## src/rtl/dram_model_pkg.sv

```systemverilog
package dram_model_pkg;
  typedef enum logic [1:0] {
    ST_IDLE    = 2'd0,
    ST_CBR_ARM = 2'd1,
    ST_ROW     = 2'd2,
    ST_CBR     = 2'd3
  } cyc_st_e;
endpackage

```

## src/rtl/dram_cycle_fsm.sv

```systemverilog
module dram_cycle_fsm
  import dram_model_pkg::*;
#(
  parameter int ADDR_W = 3,
  parameter bit EDO    = 1'b0,
  localparam int WORD_W = 2 * ADDR_W
) (
  input  logic              clk_i,
  input  logic              rst_ni,
  input  logic              cas_ni,
  input  logic              we_ni,
  input  logic              oe_ni,
  input  logic [ADDR_W-1:0] addr_i,
  input  logic              ras_fall_i,
  input  logic              ras_rise_i,
  input  logic              cas_fall_i,
  input  logic              cas_rise_i,
  input  logic              we_fall_i,
  input  logic              we_rise_i,
  input  logic [ADDR_W-1:0] ctr_row_i,
  output logic              mem_we_o,
  output logic [WORD_W-1:0] mem_waddr_o,
  output logic [WORD_W-1:0] mem_raddr_o,
  output logic              rd_load_o,
  output logic              drive_o,
  output logic              cbr_inc_o,
  output logic              rfsh_o,
  output logic [ADDR_W-1:0] rfsh_row_o,
  output logic              err_o
);
  cyc_st_e           st_q, st_d;
  logic [ADDR_W-1:0] row_q, row_d, col_q, col_d, rrow_d;
  logic              drive_d, wr_done_q, wr_done_d, rfsh_d, err_d;

  assign mem_raddr_o = {row_q, addr_i};

  always_comb begin
    st_d        = st_q;
    row_d       = row_q;
    col_d       = col_q;
    drive_d     = drive_o;
    wr_done_d   = wr_done_q;
    mem_we_o    = 1'b0;
    mem_waddr_o = {row_q, col_q};
    rd_load_o   = 1'b0;
    cbr_inc_o   = 1'b0;
    rfsh_d      = 1'b0;
    rrow_d      = rfsh_row_o;
    err_d       = 1'b0;
    unique case (st_q)
      ST_IDLE: begin
        if (ras_fall_i) begin
          row_d  = addr_i;
          st_d   = ST_ROW;
          rfsh_d = 1'b1;
          rrow_d = addr_i;
        end else if (cas_fall_i) begin
          st_d  = ST_CBR_ARM;
          err_d = ~we_ni;
        end
      end
      ST_CBR_ARM: begin
        err_d = we_fall_i | we_rise_i;
        if (ras_fall_i) begin
          st_d      = ST_CBR;
          cbr_inc_o = 1'b1;
          rfsh_d    = 1'b1;
          rrow_d    = ctr_row_i;
        end else if (cas_rise_i) begin
          st_d = ST_IDLE;
        end
      end
      ST_CBR: begin
        err_d = we_fall_i | we_rise_i;
        // CAS still low at RAS rise re-arms a hidden refresh
        if (ras_rise_i) st_d = cas_ni ? ST_IDLE : ST_CBR_ARM;
      end
      ST_ROW: begin
        if (ras_rise_i) begin
          st_d    = cas_ni ? ST_IDLE : ST_CBR_ARM;
          drive_d = 1'b0;
        end else begin
          if (cas_fall_i) begin
            col_d = addr_i;
            if (!we_ni) begin
              mem_we_o    = 1'b1;
              mem_waddr_o = {row_q, addr_i};
              drive_d     = 1'b0;
              wr_done_d   = 1'b1;
            end else begin
              rd_load_o = 1'b1;
              drive_d   = 1'b1;
              wr_done_d = 1'b0;
            end
          end else if (we_fall_i && !cas_ni && !wr_done_q && oe_ni) begin
            // late write; with OE low it is dropped and the read stays live
            mem_we_o  = 1'b1;
            drive_d   = 1'b0;
            wr_done_d = 1'b1;
          end
          if (cas_rise_i && !EDO) drive_d = 1'b0;
        end
      end
      default: st_d = ST_IDLE;
    endcase
  end

  always_ff @(posedge clk_i or negedge rst_ni) begin
    if (!rst_ni) begin
      st_q       <= ST_IDLE;
      row_q      <= '0;
      col_q      <= '0;
      drive_o    <= 1'b0;
      wr_done_q  <= 1'b0;
      rfsh_o     <= 1'b0;
      rfsh_row_o <= '0;
      err_o      <= 1'b0;
    end else begin
      st_q       <= st_d;
      row_q      <= row_d;
      col_q      <= col_d;
      drive_o    <= drive_d;
      wr_done_q  <= wr_done_d;
      rfsh_o     <= rfsh_d;
      rfsh_row_o <= rrow_d;
      err_o      <= err_d;
    end
  end
endmodule

```

## config.mk

```make
export PLATFORM = sky130hd
export DESIGN_NAME = dram_cycle_fsm
export DESIGN_NICKNAME = d
export VERILOG_FILES = /design/src/rtl/dram_model_pkg.sv /design/src/rtl/dram_cycle_fsm.sv
export SDC_FILE = /design/constraint.sdc
export NUM_CORES = 1
export LEC_CHECK = 0
export ABC_AREA = 1
export BUFFER_PORTS_ARGS = -buffer_cell sky130_fd_sc_hd__buf_2
export CORE_ASPECT_RATIO = 1.25
export CORE_UTILIZATION = 41
export DETAILED_ROUTE_END_ITERATION = 8
export PLACE_DENSITY = 0.73
export SYNTH_ARGS = -nofsm -noshare
export SYNTH_HDL_FRONTEND = slang
export SYNTH_SLANG_ARGS = --single-unit
```

## constraint.sdc

```tcl
create_clock -name clk_i -period 2.7 [get_ports clk_i]
set_clock_uncertainty 0.15 [all_clocks]
set_input_delay 0.27 -clock clk_i [delete_from_list [all_inputs] [get_ports clk_i]]
set_output_delay 0.27 -clock clk_i [all_outputs]
set_load 0.02 [all_outputs]
```

==> metrics.md, run 1 <==
| Metric | Value |
|---|---|
| DP HPWL | ~1400 um |
| Pre-CTS setup slack | around 1200 ps |
| Post-Syn Area | 818 sq um |
| Top cell type's share of synthesized area | 0.459 |
| Syn_area_per_cell | slightly above 7 sq um |
| Synth top cells by count | 34 x nand2_1, 19 x inv_1, 15 x dfrtp_1, 12 x nor2_1, 7 x o21ai_0 |
| IO Port Bufs | 37 |
| Setup TNS Final | 0 ps |
| Netlist cell types | 17 |
| Post-CTS sizing | 0 |
| Max clock buf depth | 2 |
| Hold Fails Final Rpt | 0 |
| Net Sw Power | ~0.00040 W |
| Worst setup EP type | output pin |
| Core area | between 1500 and 2000 sq um |
| Initial antenna violation count | 0 |
| IR Drop Worst-Case VDD | around 0.47 mV |
| Area Growth Syn to Fin | 24.6% |
| Asr flop ratio synth | 1.00 |
| Post-synth EDFFs | 0 |
| Sequential fraction of design power | 0.403 |
| Worst slew pin tran | 336 ps |
| Root buffer cell | clkbuf_4 |
| Gate Count Post-Synth | 113 |
| DR DRC count | 0 |
| RSZ-0062 raised after global routing | false |
| Crit-path slowest cell | dfrtp_1 |
| Clock Power Share | 0.137 |
| Total global-route track usage | 0.188 |
| Die area | between 2000 and 2500 sq um |
| Main synth FF type | dfrtp_1 |
| Fill count | 172 |
| H-tree levels | 1 |
| Leak pwr | about 0.63 nW |
| CP Cell Sequence | nand2_1, nor2_4, nand2_2, o21ai_1, inv_1, buf_2 |
| Post-route setup slack | 825 ps |
| Setup Crit Path Kind | flop to output pin |
| Worst Path Arrival | 1450 ps |
| Clock Sinks | 15 |
| DRT iter0 DRCs | 16 |
| Crit start category | flop |
| Total CTS buffers | 3 |
| Final GP Congestion | 0.763 |
| Layout cells sized above 1 | 0.302 |
| Final slew viol count | 0 |
| PD cells | 893 nW/um^2 |
| Gate power share | 0.460 |
| Area contributors post-synth | dfrtp_1 46%, nand2_1 16%, inv_1 8.7%, buf_4 5.5%, nor2_1 5.5% |
| Critical Path Stages | 6 |
| Initial Util | 0.447 |
| Vias in the first global route | 705 |
| Design area | 1020 sq um |
| Nets | 167 |
| Hold Path Stages | 3 |
| DRT Pass-1 Iters | 4 |
| Pint | 0.000509 W |
| Req. time, crit path | 2280 ps |
| Seq cells post-synth | 15 |
| Final period util | 0.694 |
| Die Height | 52.0 um |
| Clk pin slew, worst setup/hold paths | ~90 ps |
| Largest area contributor in the netlist | dfrtp_1 |
| Placement Rows | 17 |
| DR vias | 813 |
| GRT overflow | 0 |
| Worst rel slew slack | 0.776 |
| Delay-heaviest family, CP | flip-flops |
| Vias/cell | ~4.8 |
| DP Area | around 1000 sq um |
| Average wire per standard cell | around 11 um |
| Fmax | between 500 and 600 MHz |
| CTS tree | yes |
| Final setup viols | 0 |
| Global-route wire length before repair | a little over 3000 um |
| Largest net degree at the start of global routing | 16 |
| CP Max Fanout | 6 |
| Worst-case reg-to-reg path depth | 4 |
| Max incr delay on CP | 440 ps |
| IO Pins | 38 |
| Final Critical Period | 1870 ps |
| Status | complete, no violations |
| Die W | 42.0 um |
| Switch share | 0.441 |
| Worst min-delay path class | input port to flop |
| Max-cap violations | 0 |
| Post-Syn Nets | 130 |
| Sequential-to-total area share from yosys stat | 0.459 |
| Clock Latency Late Sink | 280 ps |
| Final ANT Viol Nets | 0 |
| Total power | 0.000910 W |
| Drt total wl | 1780 um |
| Diode count | 0 |
| Cell with the most instances after synthesis | nand2_1 |
| YS warnings | 0 |
| WP buf/inv | 2 |
==> worst register-to-register path, stage by stage, from the launching register on <==
cell and delay, ps:
dfrtp_1 490, nor2_1 200, nand2_1 170, o22ai_1 160, nor2_1 50
==> layout make-up <==
| class | instances | area (sq um) | share of cell area |
|---|---|---|---|
| clock buffer | 3 | 22.5 | 0.0221 |
| inverter | 19 | 71.3 | 0.0699 |
| clock inverter | 1 | 5.00 | 0.00491 |
| sequential | 15 | 375 | 0.368 |
| timing repair buffer | 38 | 195 | 0.191 |
| tap | 19 | 23.8 | 0.0233 |
| multi-input combinational | 73 | 327 | 0.320 |
==> cell usage in the layout, fill, tap and decap left out <==
cell	Yosys	final
a31oi_1	1	1
buf_2	0	37
clkbuf_4	0	3
clkinv_2	0	1
dfrtp_1	15	15
dlygate4sd3_1	0	1
inv_1	19	19
nand2_1	34	34
nand2_2	2	2
nand3_1	2	2
nand4_1	2	2
nor2_1	12	12
nor2_2	1	1
nor2_4	1	1
nor3_1	2	2
o21ai_0	7	7
o21ai_1	6	6
o22ai_1	1	1
o31ai_1	1	1
or2_0	1	1
==> worst paths after layout <==
check	from	end	slack (ps)
min in group asynchronous	rst_ni	rfsh_row_o[1]	260
worst max-delay path	st_q[1]	mem_waddr_o[1]	830
worst min register to register	drive_o	drive_o	340
max in group asynchronous	rst_ni	col_q[1]	1890
worst max register to register	st_q[0]	rfsh_row_o[0]	1380
worst min-delay path	ctr_row_i[0]	rfsh_row_o[0]	80
==> flip-flops by register name (all words and copies together), names as in the netlist <==
name	cells
col_q	3
drive_o	1
err_o	1
rfsh_o	1
rfsh_row_o	3
row_q	3
st_q	2
wr_done_q	1
==> kinds of logic after synthesis <==
group                  count (synthesis)  share of synthesized area
AOI/OAI and AO/OA                     16                      0.104
buffers and inverters                 25                      0.142
DFF                                   15                      0.459
and+or+nand+nor                       57                      0.295
==> power by group through the flow <==
stage	Sequential (W)	Combinational, W	Clock (W)
floorplan	0.000420	0.000256	0
global placement	0.000366	0.000415	0
detailed placement	0.000371	0.000421	0
CTS	0.000367	0.000423	0.000132
global route	0.000376	0.000465	0.000146
finish	0.000367	0.000419	0.000125
==> stage by stage <==
step                utilization  instances  hold slack, ps
global route              0.557        168            54.4
global placement          0.537        163            40.5
detailed placement        0.537        163            40.7
floorplan                     -        113            -176
CTS                       0.557        168            72.3
finish                    0.557        168            79.1
==> timing repair <==
action | CTS | global route
setup buffers | 0 | 0
hold endpoints to repair | 15 | 0
hold buffers | 1 | 0
==> routing by layer <==
metal  vias to the layer above  share of wire  GRT usage
met5                         -              0          0
met3                         4          0.060     0.0208
met4                         0          0.015     0.0968
li1                        420              -          -
met1                       347           0.43      0.225
met2                        42           0.50      0.331
(Power assumes the default switching activity.)
==> run 2, diff against run 1 <==
ABC_AREA = 0   (was 1)
CORE_UTILIZATION = 40   (was 41)
PLACE_DENSITY = 0.74   (was 0.73)
clock period = 1.64 ns   (was 2.7 ns; I/O delays follow)
==> run 2 against run 1 <==
The run now ends with negative hold slack, negative setup slack left. Die area rose by 0.29%. Non-clock buffer count rose by 12. Synthesized cell count fell by 39%. Sequential power rose by 53%. Highest routed layer unchanged.
==> metrics.md, run 2 <==
| Metric | Value |
|---|---|
| Fmax | between 500 and 600 MHz |
| IO Pins | 38 (unchanged) |
| Post-Syn Nets | 86 (was 130) |
| Average wire per standard cell | 14.3 um (was 10.6 um) |
| Most frequent cells in the layout | 32 x buf_2, 14 x dfrtp_1, 11 x buf_4, 6 x mux2_4, 6 x o21ai_0 (was 37 x buf_2, 34 x nand2_1, 19 x inv_1, 15 x dfrtp_1, 12 x nor2_1) |
| Worst min-delay path class | input port to flop (unchanged) |
| RSZ-0062 raised after global routing | true (was false) |
| CP Max Fanout | 3 (was 6) |
| Worst-case reg-to-reg path depth | 5 (was 4) |
| Req. time, crit path | 1330 ps (was 2280 ps) |
| Clock Sinks | 15 (unchanged) |
| PD cells | 1350 nW/um^2 (was 893 nW/um^2) |
| GRT overflow | 0 (unchanged) |
| DP HPWL | 1300 um (was 1430 um) |
| Worst rel slew slack | 0.768 (was 0.776) |
| YS warnings | 0 (unchanged) |
| Clk pin slew, worst setup/hold paths | 90 ps (about the same) |
| Layout cells sized above 1 | 0.583 (was 0.302) |
| Final slew viol count | 0 (unchanged) |
| H-tree levels | 1 (unchanged) |
| Worst R2R Setup Slack | 90 ps (was 1380 ps) |
| Final core utilization | 0.633 (was 0.557) |
| Final setup viols | 5 (was 0) |
| Leak pwr | 0.584 nW (was 0.626 nW) |
| Largest regs | col_q (3), rfsh_row_o (3), row_q (3) (unchanged) |
| Gate Count Post-Synth | 69 (was 113) |
| Max-cap violations | 0 (unchanged) |
| Crit start category | flop (unchanged) |
| Final GP Congestion | 0.838 (was 0.763) |
| Final ANT Viol Nets | 0 (unchanged) |
| Global-route wire length before repair | 2930 um (was 3060 um) |
| Die area | 2190 sq um (was 2180 sq um) |
| Setup Crit Path Kind | flop to output pin (unchanged) |
| Seq cells post-synth | 15 (unchanged) |
| Crit-path slowest cell | dfrtp_1 (unchanged) |
| WP buf/inv | 1 (was 2) |
| Clock Latency Late Sink | 280 ps (about the same) |
| Initial antenna violation count | 0 (unchanged) |
| Max clock buf depth | 2 (unchanged) |
| Total CTS buffers | 3 (unchanged) |
| Vias/cell | 5.31 (was 4.84) |
| Total power | 0.00157 W (was 0.000910 W) |
| Area contributors post-synth | dfrtp_1 47%, mux2_2 8.4%, buf_4 6.6%, mux2_4 5.6%, o21ai_0 4.4% (was dfrtp_1 46%, nand2_1 16%, inv_1 8.7%, buf_4 5.5%, nor2_1 5.5%) |
| IR Drop Worst-Case VDD | 0.668 mV (was 0.472 mV) |
| Final period util | 1.12 |
| Commonest non-fill, non-tap cell in the layout | buf_2 (unchanged) |
| Drt total wl | 1910 um (was 1780 um) |
| CP Launch Point | st_q[0] (was st_q[1]) |
| Post-synth EDFFs | 0 (unchanged) |
| Max incr delay on CP | 400 ps (was 440 ps) |
| Initial Util | 0.438 (was 0.447) |
| Vias in the first global route | 661 (was 705) |
| CTS tree | yes (unchanged) |
| Failing checks | negative hold slack, negative setup slack |
| Largest net degree at the start of global routing | 16 (unchanged) |
| Hold Fails Final Rpt | 1 (was 0) |
| Sequential-to-total area share from yosys stat | 0.469 (was 0.459) |
| Crit path to | mem_waddr_o[2] (was mem_waddr_o[1]) |
| Status | complete, but fails checks (was complete, no violations) |
| Final Critical Period | 1830 ps |
| Die Height | 52.0 um (about the same) |
| Nets | 133 (was 167) |
| Syn_area_per_cell | 11.6 sq um (was 7.24 sq um) |
| IO Port Bufs | 37 (unchanged) |
| Delay-heaviest family, CP | flip-flops (unchanged) |
| Top cell type's share of synthesized area | 0.469 (was 0.459) |
| Core area | 1830 sq um (unchanged) |
| Worst Path Arrival | 1520 ps (was 1450 ps) |
| Worst setup EP type | output pin (unchanged) |
| RR Endpoint | row_q[2] (was rfsh_row_o[0]) |
| Worst hold slack | -7.50 ps (was 79.1 ps) |
| DR vias | 712 (was 813) |
| Fill count | 152 (was 172) |
| Diode count | 0 (unchanged) |
| CP Cell Sequence | nand4bb_4, nor2_4, mux2_4, buf_6 (was nand2_1, nor2_4, nand2_2, o21ai_1, inv_1, buf_2) |
| Cell with the most instances after synthesis | dfrtp_1 (was nand2_1) |
| Main synth FF type | dfrtp_1 (unchanged) |
| Critical Path Stages | 4 (was 6) |
| Die W | 42.0 um (about the same) |
| Worst slew pin tran | 349 ps (was 336 ps) |
| Netlist cell types | 24 (was 17) |
| Root buffer cell | clkbuf_4 (unchanged) |
| DR DRC count | 0 (unchanged) |
| Placement Rows | 17 (unchanged) |
| DRT iter0 DRCs | 15 (was 16) |
| Post-Syn Area | 801 sq um (was 818 sq um) |
| DRT Pass-1 Iters | 4 (unchanged) |
| Area Growth Syn to Fin | 44.5% (was 24.6%) |
| Post-route setup slack | -192 ps (was 825 ps) |
| Synth top cells by count | 15 x dfrtp_1, 7 x buf_4, 7 x o21ai_0, 6 x mux2_2, 4 x nand2_1 (was 34 x nand2_1, 19 x inv_1, 15 x dfrtp_1, 12 x nor2_1, 7 x o21ai_0) |
| Largest area contributor in the netlist | dfrtp_1 (unchanged) |
| FF-to-FF Start | st_q[0] (unchanged) |
| Total global-route track usage | 0.179 (was 0.188) |
| Asr flop ratio synth | 1.00 (unchanged) |
run 2: cell count changes after synthesis, moves of 3 or more:
| cell | before | now |
|---|---|---|
| o21ai_1 | 6 | 1 |
| mux2i_1 | 0 | 3 |
| nand2_1 | 34 | 4 |
| nor2_1 | 12 | 0 |
| mux2_2 | 0 | 6 |
| mux2_4 | 0 | 3 |
| inv_1 | 19 | 3 |
run 2: layer usage:
metal / GRT usage / routed length [um] / vias up / part of all wire
met2: 0.318 / 1050 / 28 / 0.55
met1: 0.212 / 747 / 347 / 0.39
li1: - / - / 333 / -
met4: 0.109 / 35 / 0 / 0.018
met5: 0 / 0 / - / 0
met3: 0.0104 / 81 / 4 / 0.042
run 2: through the flow:
step	setup TNS, ps	hold slack [ps]	setup slack [ps]	instance area [sq um]	std cells
after floorplan	0	-282	99.0	801	69
after global placement	0	-61.8	60.6	982	121
after detailed placement	0	-60.6	50.0	982	121
after CTS	-887	8.96	-193	1110	129
after global routing	-1070	28.5	-240	1160	134
final	-788	-7.50	-192	1160	134
run 2: cell families after synthesis:
kind of cell	Yosys count	share of synthesized area
buffers and inverters	11	0.0859
muxes	12	0.178
AOI/OAI and AO/OA	12	0.0844
DFF	15	0.469
and+or+nand+nor	19	0.183
run 2: cell type report:
cell class | count | area (sq um) | area share
repair buffers | 50 | 318 | 0.275
flip-flops and latches | 15 | 377 | 0.325
well taps | 19 | 23.8 | 0.0205
clock buffers | 3 | 22.5 | 0.0195
inverters | 3 | 11.3 | 0.00973
clock inverters | 1 | 5.00 | 0.00432
multi-input cells | 43 | 400 | 0.346
run 2: timing repair:
| action | in CTS | in global routing |
|---|---|---|
| gates resized for setup | 17 | 2 |
| pin swaps | 2 | 2 |
| setup buffers | 0 | 6 |
| endpoints found under the setup margin | 5 | 6 |
| hold buffers | 4 | 0 |
| hold endpoints to repair | 17 | 0 |
run 2: worst min path at each step:
| stage | startpoint | endpoint | slack [ps] | cells past startpoint |
|---|---|---|---|---|
| 2_1_floorplan | rst_ni | col_q[0] | -280 | 0 |
| 3_3_place_gp | rst_ni | err_o | -60 | 1 |
| 5_1_grt | addr_i[2] | col_q[2] | 30 | 2 |
| 4_1_cts | addr_i[2] | row_q[2] | 9 | 2 |
| 3_5_place_dp | rst_ni | err_o | -60 | 1 |
| 6_report | we_fall_i | err_o | -7 | 3 |
run 2: where the power goes:
group | switching (W) | leakage [nW] | internal, W
logic | 0.000393 | 0.386 | 0.000402
clock network | 0.000119 | 0.0177 | 0.0000905
registers | 0.0000706 | 0.180 | 0.000490
total | 0.000583 | 0.584 | 0.000982
run 2: worst reg2reg max path: stages (launching register included):
cell and delay (ps):
dfrtp_1 400, buf_6 140, buf_4 140, buf_4 130
nor2_4 160, mux2_4 310
==> run 3, diff against run 2 <==
CTS_BUF_LIST = sky130_fd_sc_hd__clkbuf_8 sky130_fd_sc_hd__clkbuf_16   (was default)
==> run 3 against run 2 <==
The run ends with negative setup slack left. Critical path depth is the same. Wire length is 3.2% lower. Utilization shrank 3.1 points. Register-to-register slack improved by 140 ps. Final cell count decreased by 6.0%. Power rose by 0.85%. Clock power increased by 39%. Cell area down 4.9%. Highest routed layer unchanged.
==> metrics.md, run 3 (synthesized netlist as in run 2, its figures left out) <==
| Metric | Value |
|---|---|
| Largest regs | col_q (3), rfsh_row_o (3), row_q (3) (unchanged) |
| Net Sw Power | 0.000572 W (was 0.000583 W) |
| Placement Rows | 17 (unchanged) |
| Drt total wl | 1850 um (was 1910 um) |
| Global-route wire length before repair | 2990 um (was 2930 um) |
| Average wire per standard cell | 14.7 um (was 14.3 um) |
| Post-route setup slack | -124 ps (was -192 ps) |
| Final GP Congestion | 0.838 (unchanged) |
| Initial Util | 0.438 (unchanged) |
| Max clock buf depth | 2 (unchanged) |
| Clock Power Share | 0.185 (was 0.134) |
| Pint | 0.00101 W (was 0.000982 W) |
| Initial antenna violation count | 0 (unchanged) |
| DR DRC count | 0 (unchanged) |
| Die W | 42.0 um (unchanged) |
| Clock Sinks | 15 (unchanged) |
| Final core utilization | 0.602 (was 0.633) |
| Vias in the first global route | 643 (was 661) |
| Fmax | 567 MHz (was 546 MHz) |
| Root buffer cell | clkbuf_8 (was clkbuf_4) |
| RR Endpoint | row_q[2] (unchanged) |
| Most frequent cells in the layout | 32 x buf_2, 14 x dfrtp_1, 6 x mux2_4, 6 x o21ai_0, 6 x buf_4 (was 32 x buf_2, 14 x dfrtp_1, 11 x buf_4, 6 x mux2_4, 6 x o21ai_0) |
| CP Max Fanout | 3 (unchanged) |
| Total CTS buffers | 3 (unchanged) |
| Max incr delay on CP | 380 ps (was 400 ps) |
| Req. time, crit path | 1330 ps (about the same) |
| Hold Path Stages | 2 (was 3) |
| Worst Path Arrival | 1450 ps (was 1520 ps) |
| Worst-case reg-to-reg path depth | 3 (was 5) |
| DR vias | 662 (was 712) |
| Final Critical Period | 1760 ps (was 1830 ps) |
| Leak pwr | 0.552 nW (was 0.584 nW) |
| Largest net degree at the start of global routing | 16 (unchanged) |
| Worst R2R Setup Slack | 230 ps (was 90 ps) |
| H-tree levels | 1 (unchanged) |
| FF-to-FF Start | st_q[1] (was st_q[0]) |
| Worst setup EP type | output pin (unchanged) |
| Diode count | 0 (unchanged) |
| Vias/cell | 5.25 (was 5.31) |
| IO Port Bufs | 37 (unchanged) |
| Worst slew pin tran | 368 ps (was 349 ps) |
| Area Growth Syn to Fin | 37.5% (was 44.5%) |
| Hold_sp | cas_rise_i (was we_fall_i) |
| Delay-heaviest family, CP | flip-flops (unchanged) |
| Clock Latency Late Sink | 240 ps (was 280 ps) |
| Final ANT Viol Nets | 0 (unchanged) |
| Worst min-delay path class | input port to flop (unchanged) |
| Worst rel slew slack | 0.752 (was 0.768) |
| Gate power share | 0.459 (was 0.508) |
| Total global-route track usage | 0.187 (was 0.179) |
| Hold Fails Final Rpt | 0 (was 1) |
| Crit start category | flop (unchanged) |
| PD cells | 1430 nW/um^2 (was 1350 nW/um^2) |
| Nets | 125 (was 133) |
| DP Area | 982 sq um (unchanged) |
| Max-cap violations | 0 (unchanged) |
| Core area | 1830 sq um (unchanged) |
| Failing checks | negative setup slack (was negative hold slack, negative setup slack) |
| CP Cell Sequence | nand4bb_4, nor2_4, mux2_4, buf_6 (unchanged) |
| DRT iter0 DRCs | 17 (was 15) |
| DP HPWL | 1300 um (unchanged) |
| RSZ-0062 raised after global routing | true (unchanged) |
| Final slew viol count | 0 (unchanged) |
| Total power | 0.00158 W (was 0.00157 W) |
| Status | complete, but fails checks (unchanged) |
| Layout cells sized above 1 | 0.561 (was 0.583) |
| Final setup viols | 5 (unchanged) |
| Die Height | 52.0 um (unchanged) |
| Setup Crit Path Kind | flop to output pin (unchanged) |
| Crit-path slowest cell | dfrtp_1 (unchanged) |
| CTS tree | yes (unchanged) |
| Sequential fraction of design power | 0.356 (was 0.358) |
| Clk pin slew, worst setup/hold paths | 60 ps (was 90 ps) |
| Design area | 1100 sq um (was 1160 sq um) |
| Commonest non-fill, non-tap cell in the layout | buf_2 (unchanged) |
| DRT Pass-1 Iters | 4 (unchanged) |
| GRT overflow | 0 (unchanged) |
| Switch share | 0.362 (was 0.372) |
| Final period util | 1.08 (was 1.12) |
| Die area | 2190 sq um (unchanged) |
| Worst hold endpoint | drive_o (was err_o) |
| WP buf/inv | 1 (unchanged) |
| IR Drop Worst-Case VDD | 0.684 mV (was 0.668 mV) |
| IO Pins | 38 (unchanged) |
[run 3: cell count changes in the layout (fill, tap and decap cells not counted)]
cell	change
clkbuf_8	+3
clkbuf_4	-3
nor4bb_2	-1
dlygate4sd3_1	-2
buf_4	-5
buf_6	-1
nor4bb_1	+1
[run 3: how the worst max path moves through the flow]
| stage | startpoint | to | slack (ps) | depth (start not counted) |
|---|---|---|---|---|
| finish | st_q[0] | mem_waddr_o[2] | -120 | 4 |
| global route | st_q[0] | mem_we_o | -180 | 5 |
| CTS | st_q[0] | mem_waddr_o[1] | -140 | 4 |
| detailed placement | st_q[0] | mem_waddr_o[2] | 50 | 4 |
| global placement | st_q[0] | mem_waddr_o[1] | 60 | 4 |
| floorplan | st_q[0] | mem_waddr_o[0] | 100 | 3 |
[run 3: through the flow]
step | TNS, ps | std cells | setup slack, ps | hold slack, ps
floorplan | 0 | 69 | 99.0 | -282
global placement | 0 | 121 | 60.6 | -61.8
detailed placement | 0 | 121 | 50.0 | -60.6
CTS | -591 | 126 | -137 | 19.0
global route | -830 | 126 | -176 | 50.8
finish | -527 | 126 | -124 | 22.8
[run 3: layer usage]
layer	part of all wire	wire length (um)	GRT usage
met1	0.40	745	0.208
met2	0.54	1010	0.341
met3	0.036	67	0.0243
met4	0.015	27	0.109
met5	0	0	0
[run 3: power by group through the flow]
stage          logic, W  registers, W  clock network, W
2_1_floorplan  0.000383      0.000641                 0
3_3_place_gp   0.000628      0.000553                 0
3_5_place_dp   0.000636      0.000560                 0
4_1_cts        0.000727      0.000558          0.000304
5_1_grt        0.000773      0.000576          0.000321
6_report       0.000725      0.000561          0.000292
[run 3: layout make-up]
type	instances	area, sq um
clock inverter	1	5.00
timing repair buffer	42	249
fill	153	728
tap	19	23.8
inverter	3	11.3
clock buffer	3	41.3
multi-input combinational	43	394
sequential	15	377
[run 3: what timing repair did]
item                                    4_1_cts  5_1_grt
endpoints found under the setup margin        5        5
resized for setup                            17        0
hold buffers                                  1        0
pin swaps                                     2        1
buffers inserted                              0        0
hold endpoints to repair                     15        0
[run 3: worst reg2reg max path, stage by stage, from the launching register on]
cell and delay (ps):
dfrtp_2 450, nand2b_1 210, nor2_4 170, mux2_4 310
